--- src/rtl/alu32_pkg.sv ---
package alu32_pkg;
  localparam int OP_W = 4;

  localparam logic [OP_W-1:0] OP_AND = 4'b0000;
  localparam logic [OP_W-1:0] OP_OR  = 4'b0001;
  localparam logic [OP_W-1:0] OP_ADD = 4'b0010;
  localparam logic [OP_W-1:0] OP_SUB = 4'b0110;
  localparam logic [OP_W-1:0] OP_SLT = 4'b0111;
  localparam logic [OP_W-1:0] OP_NOR = 4'b1100;

  // strobes from decoder to datapath
  typedef struct packed {
    logic selAnd;
    logic selOr;
    logic selNor;
    logic selSum;
    logic selSlt;
    logic invB;
  } aluCtl_t;
endpackage

--- src/rtl/alu32_ctrl.sv ---
module alu32_ctrl
  import alu32_pkg::*;
(
  input  logic [OP_W-1:0] opCode,
  output aluCtl_t         ctl
);
  always_comb begin
    ctl = '0;
    unique case (opCode)
      OP_AND: ctl.selAnd = 1'b1;
      OP_OR:  ctl.selOr  = 1'b1;
      OP_NOR: ctl.selNor = 1'b1;
      OP_ADD: ctl.selSum = 1'b1;
      OP_SUB: begin ctl.selSum = 1'b1; ctl.invB = 1'b1; end
      OP_SLT: begin ctl.selSlt = 1'b1; ctl.invB = 1'b1; end
      default: ctl = '0; // no source selected
    endcase
  end

  always_comb begin
    // at most one source is ever selected
    a_r8_onehot_select: assert ($onehot0({ctl.selAnd, ctl.selOr, ctl.selNor, ctl.selSum, ctl.selSlt}));
    // inversion only accompanies a subtracting use of the adder
    a_r5_inv_with_adder: assert (!ctl.invB || ctl.selSum || ctl.selSlt);
  end
endmodule

--- src/rtl/alu32_datapath.sv ---
module alu32_datapath
  import alu32_pkg::*;
#(
  parameter int DATA_W = 32
) (
  input  logic [DATA_W-1:0] opA,
  input  logic [DATA_W-1:0] opB,
  input  aluCtl_t           ctl,
  output logic [DATA_W-1:0] result,
  output logic              zero
);
  localparam int MSB = DATA_W - 1;

  logic [DATA_W-1:0] bSel;
  logic [DATA_W:0]   sumExt;
  logic [DATA_W-1:0] sumVal;
  logic              ovf;
  logic              lessBit;
  logic [DATA_W-1:0] sltVal;

  // one shared adder serves add, subtract and compare
  assign bSel   = opB ^ {DATA_W{ctl.invB}};
  assign sumExt = {1'b0, opA} + {1'b0, bSel} + {{DATA_W{1'b0}}, ctl.invB};
  assign sumVal = sumExt[MSB:0];

  // true sign of a - b: flip the raw sign bit when the subtraction overflowed
  assign ovf     = (opA[MSB] == bSel[MSB]) && (sumVal[MSB] != opA[MSB]);
  assign lessBit = sumVal[MSB] ^ ovf;
  assign sltVal  = {{(DATA_W-1){1'b0}}, lessBit};

  always_comb begin
    result = ({DATA_W{ctl.selAnd}} & (opA & opB))
           | ({DATA_W{ctl.selOr}}  & (opA | opB))
           | ({DATA_W{ctl.selNor}} & ~(opA | opB))
           | ({DATA_W{ctl.selSum}} & sumVal)
           | ({DATA_W{ctl.selSlt}} & sltVal);
  end

  assign zero = ~|result;

  always_comb begin
    // a comparison never sets any bit above bit 0
    if (ctl.selSlt) a_r5_slt_upper_clear: assert (result[MSB:1] == '0);
    // with no source selected the result is all zeros
    if (!(ctl.selAnd | ctl.selOr | ctl.selNor | ctl.selSum | ctl.selSlt))
      a_r8_idle_zero: assert (result == '0);
  end
endmodule

--- src/rtl/alu32_core.sv ---
module alu32_core
  import alu32_pkg::*;
#(
  parameter int DATA_W = 32
) (
  input  logic [DATA_W-1:0] opA,
  input  logic [DATA_W-1:0] opB,
  input  logic [OP_W-1:0]   opCode,
  output logic [DATA_W-1:0] result,
  output logic              zero
);
  aluCtl_t ctl;

  alu32_ctrl u_ctrl (
    .opCode (opCode),
    .ctl    (ctl)
  );

  alu32_datapath #(.DATA_W(DATA_W)) u_dp (
    .opA    (opA),
    .opB    (opB),
    .ctl    (ctl),
    .result (result),
    .zero   (zero)
  );

  always_comb begin
    // addition wraps modulo 2^DATA_W
    if (opCode == OP_ADD) a_r3_add_wrap: assert (result == DATA_W'(opA + opB));
    // subtraction of equal operands raises zero
    if (opCode == OP_SUB && opA == opB) a_r7_eq_sub_zero: assert (zero);
    // NOR is the complement of OR
    if (opCode == OP_NOR) a_r6_nor_complement: assert ((result | (opA | opB)) == '1);
  end
endmodule

--- config.mk ---
export PLATFORM = sky130hd
export DESIGN_NAME = alu32_core
export DESIGN_NICKNAME = d
export VERILOG_FILES = /design/src/rtl/alu32_pkg.sv /design/src/rtl/alu32_ctrl.sv /design/src/rtl/alu32_datapath.sv /design/src/rtl/alu32_core.sv
export SDC_FILE = /design/constraint.sdc
export NUM_CORES = 1
export LEC_CHECK = 0
export BUFFER_PORTS_ARGS = -buffer_cell sky130_fd_sc_hd__buf_2
export CAP_MARGIN = 0
export CORE_AREA = 3 3 98 100
export DETAILED_ROUTE_END_ITERATION = 8
export DIE_AREA = 0 0 101 103
export SETUP_SLACK_MARGIN = 0.5
export SLEW_MARGIN = 20
export SYNTH_ARGS = -nofsm -noshare
export SYNTH_HDL_FRONTEND = slang
export SYNTH_HIERARCHICAL = 1
export SYNTH_SLANG_ARGS = --single-unit
--- constraint.sdc ---
create_clock -name vclk -period 12.1
set_clock_uncertainty 0.15 [all_clocks]
set_input_delay 1.815 -clock vclk [all_inputs]
set_output_delay 1.815 -clock vclk [all_outputs]
set_load 0.01 [all_outputs]
# Word-level counts from Yosys, hierarchy flattened
# Index checks and enable logic that the tools add are counted.
# Widths: inputs -> output; s select.
[word_totals]
reg_bits = 0
input_bits = 68
out_inout_bits = 33
wordCells = 35
[op_classes]
add_sub_neg = 2
n_eq_ne = 7
muxes = 6
n_bitwise = 14
reduce_logical = 6
[ops]
columns = ["cell", "count"]
rows = [
  ["$and 32x32->32", 5],
  ["$or 32x32->32", 5],
  ["$add 32x1->32", 1],
  ["$add 32x32->32", 1],
  ["$and 32x1->32", 1],
  ["$not 32->32", 1],
  ["$reduce_or 32->1", 1],
  ["$xor 32x32->32", 1],
  ["$eq 4x3->1 const B", 2],
  ["$mux 1", 6],
  ["$eq 4x1->1 const B", 1],
  ["$eq 4x2->1 const B", 1],
  ["$eq 4x4->1 const B", 1],
  ["$logic_not 4->1", 1],
  ["$reduce_or 2->1", 2],
  ["$eq 1x1->1", 1],
  ["$logic_and 1x1->1", 1],
  ["$logic_not 1->1", 1],
  ["$ne 1x1->1", 1],
  ["$xor 1x1->1", 1],
]

# Longest topological paths before layout
# Gate-level depths: netlist (run 1).
[depth]
word_depth = 13
mapped_depth = 16
mapped_depth_nobuf = 14

# Cells and area by module
# The synthesis (run 1) kept the hierarchy.
[by_module_without_submodules]
columns = ["module", "instances", "cells_per_inst", "area_per_inst_um2", "seq_area_each_um2"]
rows = [
  ["alu32_datapath", 1, 474, 3276.9, 0.0],
  ["alu32_ctrl", 1, 6, 67.6, 0.0],
]

# Worst setup path before layout (run 1)
# OpenSTA, ideal clock, no wires.
[synth_path]
path_kind = "input to output"
startpoint = "in opCode[3]"
endpoint = "out zero"
t_arrival_ns = 5.539
required_ns = 10.135
slack_ns = 4.596
stages = 16
path_buffers = 2
path_cell_list = "and3b_2 > clkbuf_1 > buf_1 > xor2_1 > inv_1 > fa_1 > and2b_2 > o211ai_4 > a211oi_2 > nor3_2 > a211o_1 > a21oi_2 > mux2i_1 > or2_1 > or4b_1 > nor4_2"
[synth_between]
word_cells_on_any_way = 32
cone_classes = "add/sub: 2; eq/ne: 7; mux: 6; bitwise: 11; reduce/logical: 6"
[synth_rtl]
columns = ["element", "line", "rtl"]
rows = [
  ["start, declared", "alu32_core.sv:8", "input logic [OP_W-1:0] opCode,"],
  ["$eq 4x3->1", "alu32_ctrl.sv:9", "unique case (opCode)"],
  ["$reduce_or 2->1 (no line)", "-", ""],
  ["$mux 1", "alu32_ctrl.sv:9", ""],
  ["$xor 32x32->32", "alu32_datapath.sv:22", "assign bSel = opB ^ {DATA_W{ctl.invB}};"],
  ["$add 32x32->32", "alu32_datapath.sv:23", "assign sumExt = {1'b0, opA} + {1'b0, bSel} + {{DATA_W{1'b0}}, ctl.invB};"],
  ["$add 32x1->32", "alu32_datapath.sv:23", ""],
  ["$and 32x32->32", "alu32_datapath.sv:35", "| ({DATA_W{ctl.selSum}} & sumVal)"],
  ["$or 32x32->32", "alu32_datapath.sv:35", ""],
  ["$or 32x32->32 *", "alu32_datapath.sv:36", "| ({DATA_W{ctl.selSlt}} & sltVal);"],
  ["named net result[28]", "alu32_core.sv:9", "output logic [DATA_W-1:0] result,"],
  ["$reduce_or 32->1 *", "alu32_datapath.sv:39", "assign zero = ~|result;"],
  ["$logic_not 1->1 *", "alu32_datapath.sv:39", ""],
  ["end, declared", "alu32_core.sv:10", "output logic zero"],
]
# Mark *: on every way through the listed nets, which the timed path passes. The rest lies on a longest branch.

==> results of run 1 <==
power by group through the flow:
stage	Sequential [mW]	Clock [mW]	Combinational, mW
5_1_grt	0	0	0.241
3_3_place_gp	0	0	0.214
3_5_place_dp	0	0	0.215
4_1_cts	0	0	0.216
2_1_floorplan	0	0	0.150
6_report	0	0	0.219
per-layer routing:
metal | track usage, % | up-vias | wire length [um] | share of wire [%]
met5 | 0 | - | 0 | 0
met4 | 1.12 | 0 | 56 | 0.49
met3 | 0.947 | 8 | 562 | 4.9
met2 | 33.9 | 128 | 5150 | 45
met1 | 30.8 | 1865 | 5590 | 49
li1 | - | 2025 | - | -
tightest hold or removal path: cells and delay by family:
family          cells  cell delay, ns
buf+inv             2            0.25
compound gates      2            0.18
final cells by class:
type	instances	share of cell area (%)
inverter	16	1.53
tap	108	3.44
multi-input combinational	438	81.6
timing repair buffer	104	13.4
layout by cell type (no fill, tap or decap), drive strengths merged, types with 5 or more instances in the layout:
cell,synthesis,layout
o211ai,8,8
a211oi,6,6
nor4,5,5
nand3,37,37
a31oi,6,6
a221oi,6,6
a21o,19,19
o311ai,11,11
nor3,5,5
nand2b,6,6
buf,9,104
ha,36,36
o311a,14,14
xnor2,14,14
inv,16,16
o21ai,53,53
xor2,40,40
nand2,35,35
nor2,17,17
a21oi,39,39
and4,5,5
mux2i,8,8
nand4,12,12
metrics by stage:
stage,instance area [um2],setup slack [ns],hold slack [ns],power [mW],utilization (%)
floorplan,3340,4.60,3.66,0.150,-
global placement,3930,3.93,3.92,0.214,44.8
detailed placement,3930,3.87,3.92,0.215,44.8
CTS,3930,3.84,3.92,0.216,44.8
global route,3930,3.60,3.97,0.241,44.8
finish,3930,3.81,3.92,0.219,44.8
kinds of logic after synthesis:
group                    count (synthesis)
AO/OA/AOI/OAI                          188
AND/OR/NAND/NOR                        151
XOR/XNOR                                54
buffers and inverters                   42
adder cells (fa/ha/maj)                 37
multiplexers                             8
worst paths after layout:
| kind | start | endpoint | slack, ns |
|---|---|---|---|
| worst max-delay path | opCode[3] | zero | 3.81 |
| worst min-delay path | opB[1] | result[1] | 3.92 |
==> impl_metrics.yaml, run 1 <==
setup_path:
  cp_max_fo: 32
  crit_cells: 15
  crit_path_max_incr_delay_ns: 0.91
  arrival_ns: 6.33
  crit_required_ns: 10.14
  cpLargestDelayFamily: "simple AND/OR/NAND/NOR gates"
  start_kind: "primary input"
  worst-path-buf-inv: 2
  cp-end-kind: "output pin"
  crit_path_cell_trace: "buf_2 -> and3b_2 -> mux2i_1 -> fa_1 -> and2b_2 -> o31a_1 -> o211ai_1 -> a211oi_1 -> nand4_1 -> nor4_1 -> nand4bb_1 -> nor4_1 -> nand4b_1 -> nor4_2 -> buf_2"
  crit_type: "in -> out"
  slowest_stage: "and3b_2"
placed_design:
  place_hpwl_um: 8810
  place.gp.congestion: 0.892
  port_buffers: 101
  post-place-cells: 666
power:
  p_int_mw: 0.0888
  powerDensity_nw_per_um2: 55.9
  p_leak_nw: 1.83
  pwr-share-clk_pct: 0
  switching_share_pct: 59.5
  p_switching_mw: 0.131
  seq_power_share_pct: 0
  pwr-share-comb_pct: 100.0
  ir_drop_v: 0.0000170
layout:
  regArea_um2: 0
  drive_gt1_share_pct: 21.7
  syn_to_final_growth_pct: 17.4
  n_antenna_cell: 0
  fin_nets: 665
  seq_cells: 0
  stdcell_count: 666
  fillCellCount: 913
  multi_input_area_um2: 3200
  nClkBuffers: 0
global_route:
  grt_pass1_wl_um: 18000
  grt_util_all_layers_pct: 20.5
  antenna_found_initial: 0
  overflow: 0
  grt_max_degree: 35
  grt_pass1_vias: 3677
synth:
  synth.most_common_cell: "o21ai_0"
  yosys.area.top_type: "ha_1"
  syn_nets: 585
  synth_area_leaders: "ha_1 (13%), xor2_1 (10%), o21ai_0 (7.0%)"
  syn_area_um2: 3340
  synthTopCellsByCount: "o21ai_0 (47), xor2_1 (40), a21oi_1 (37), nand3_1 (37), ha_1 (36)"
  synth_compound_area_share_pct: 39.2
  synth_xor_area_share_pct: 14.1
  ys_seq_area_share_pct: 0
  avgSynthCellArea_um2: 6.97
  yosys_warnings: 6
  synthMuxAreaShare_pct: 2.39
  synth_top_family_by_area: "compound AO/OA/AOI/OAI gates"
  synth_top_area_share_pct: 13.5
  synth_fa_ha_area_share_pct: 14.1
  yosysUniqueCellTypes: 72
  syn-instance-count: 480
  yosys.area_share.simple_pct: 25.3
drt:
  wl_per_cell_um: 17.1
  num_vias: 4026
  dr.pass1.iters: 4
  drc: 0
  vias_per_cell: 6.05
  drtAntennaViolNets: 0
  drt_wl_total_um: 11400
  drtIter0Drc: 273
sta:
  finalSetupTns_ns: 0
  min_period_ns: 8.29
  max_freq_mhz: 121
  finalSetupViolCount: 0
  tightest_slew_ns: 0.990
  grt_setup_unrepaired: "no"
  hold_violations: 0
  final.period_utilization_pct: 68.5
  slew_headroom_pct: 34.0
  drv_slew: 0
floorplan:
  die_area_um2: 10400
  die_h_um: 103
  coreArea_um2: 8760
  initial_core_util_pct: 38.2
  rows: 34
  die_x_um: 101
  io_pins: 101
flow_run:
  maxCapViolCount: 0
hold_path:
  hold_path_depth: 4
  hold_path.class: "in -> out"
clock_network:
  post_cts_buffers: 0
  cts_resized: 0
  postCtsHoldBufs: 0
outcome:
  status: "completed"
(Power assumes the default switching activity.)
==> run 2, diff against run 1 <==
ABC_AREA = 1   (was unset)
CORE_AREA = 3 3 109 111   (was 3 3 98 100)
DIE_AREA = 0 0 112 114   (was 0 0 101 103)
clock period = 8.5 ns   (was 12.1 ns; I/O delays follow)
==> run 2 against run 1 <==
Against the previous run:
- area after synthesis grew 24%
- global-route usage grew 1.3 points
- combinational power up 62%
- final cell count up 60%
- via count up 32%
- core utilization down 0.72 points
- first-iteration DRC count rose by 35%
- setup slack got worse by 1.6 ns
- critical path type unchanged
- highest routed layer unchanged
==> impl_metrics.yaml, run 2 <==
clock_network:
  post_cts_buffers: 0
  cts_resized: 0
  postCtsHoldBufs: 0
setup_path:
  crit_path_max_incr_delay_ns: 0.42
  crit_type: "in -> out"
  cp_max_fo: 21
  arrival_ns: 4.83
  cp-end-kind: "output pin"
  slowest_stage: "buf_4"
  crit_required_ns: 7.07
  start_kind: "primary input"
floorplan:
  die_x_um: 112
  rows: 38
  io_pins: 101
  die_h_um: 114
  initial_core_util_pct: 38.1
  die_area_um2: 12800
  coreArea_um2: 10900
global_route:
  grt_util_all_layers_pct: 21.8
  grt_pass1_wl_um: 23200
  overflow: 0
  grt_pass1_vias: 4774
  antenna_found_initial: 0
  grt_max_degree: 33
layout:
  stdcell_area_um2: 4800
  fin_nets: 1034
  layout_common_cells: "nand2_1 (276), inv_1 (130), buf_2 (101)"
  final_common_cell: "nand2_1"
  fillCellCount: 1299
  n_antenna_cell: 0
  syn_to_final_growth_pct: 15.8
  drive_gt1_share_pct: 19.2
  nClkBuffers: 0
  multi_input_area_um2: 3530
  seq_cells: 0
  regArea_um2: 0
  final_core_util_pct: 44.1
synth:
  synth_area_leaders: "nand2_1 (25%), inv_1 (12%), ha_1 (11%)"
  yosys_warnings: 6
  synthTopCellsByCount: "nand2_1 (276), inv_1 (130), nor2_1 (89)"
  yosysUniqueCellTypes: 34
  synth_top_area_share_pct: 25.0
  avgSynthCellArea_um2: 4.96
  ys_seq_area_share_pct: 0
  yosys.area.top_type: "nand2_1"
  syn_area_um2: 4150
  synth.most_common_cell: "nand2_1"
  syn-instance-count: 836
  syn_nets: 941
drt:
  drc: 0
  wl_per_cell_um: 13.6
  dr.pass1.iters: 5
  drtAntennaViolNets: 0
  drt_wl_total_um: 14600
  vias_per_cell: 4.99
  num_vias: 5321
  drtIter0Drc: 368
hold_path:
  hold_path.class: "in -> out"
outcome:
  status: "completed"
placed_design:
  place_hpwl_um: 12300
  port_buffers: 101
  place.gp.congestion: 0.948
  placed_area_um2: 4800
sta:
  grt_setup_unrepaired: "no"
  min_period_ns: 6.25
  hold_violations: 0
  max_freq_mhz: 160
  finalSetupViolCount: 0
  tightest_slew_ns: 0.904
  slew_headroom_pct: 39.7
  drv_slew: 0
  finalSetupTns_ns: 0
  final.period_utilization_pct: 73.5
power:
  p_leak_nw: 2.94
  powerDensity_nw_per_um2: 73.9
  ir_drop_v: 0.0000239
flow_run:
  maxCapViolCount: 0
-- run 2: cell count changes after synthesis, moves of 12 or more --
cell      delta
a21o_1      -19
clkbuf_1    -13
inv_1      +114
inv_2       +16
nand2_1    +241
nand2_2     +25
nand3_1     +45
nor2_1      +72
o21ai_0     -18
o311a_1     -14
xnor2_1     -12
-- run 2: layer usage --
layer | track usage, % | share of wire [%] | vias to the layer above
met3 | 1.54 | 6.7 | 12
met5 | 0 | 0 | -
met4 | 3.61 | 1.2 | 0
met2 | 37.2 | 45 | 165
met1 | 30.8 | 47 | 2346
li1 | - | - | 2798
-- run 2: worst max-delay path: cells and delay by family --
kind / cells / cell delay (ns)
and+or+nand+nor: 17 / 2.11
adders and majority gates: 1 / 0.41
buffers and inverters: 7 / 1.03
-- run 2: through the flow --
step,power (mW),instances,hold slack (ns),worst slack [ns]
3_5_place_dp,0.350,1067,2.80,2.27
4_1_cts,0.352,1067,2.80,2.27
3_3_place_gp,0.350,1067,2.80,2.28
6_report,0.355,1067,2.79,2.25
2_1_floorplan,0.243,836,2.57,3.28
5_1_grt,0.400,1067,2.83,1.89
-- run 2: worst paths after layout --
| path | cells past startpoint | endpoint | slack, ns | startpoint |
|---|---|---|---|---|
| setup / recovery | 25 | zero | 2.25 | opCode[3] |
| hold / removal | 4 | result[2] | 2.79 | opB[2] |
-- run 2: where the power goes --
| group | internal [mW] | switching (mW) |
|---|---|---|
| registers | 0 | 0 |
| logic | 0.123 | 0.232 |
| clock network | 0 | 0 |
-- run 2: cell families after synthesis --
group	after synthesis	synth area share (%)
simple gates	524	55.9
buf+inv	163	15.2
compound gates	80	10.7
fa+ha+maj	37	11.3
xor+xnor	32	6.76
-- run 2: layout make-up --
| cell class | count | share of cell area [%] |
|---|---|---|
| inverters | 149 | 11.7 |
| multi-input cells | 673 | 73.5 |
| well taps | 140 | 3.65 |
| repair buffers | 105 | 11.2 |
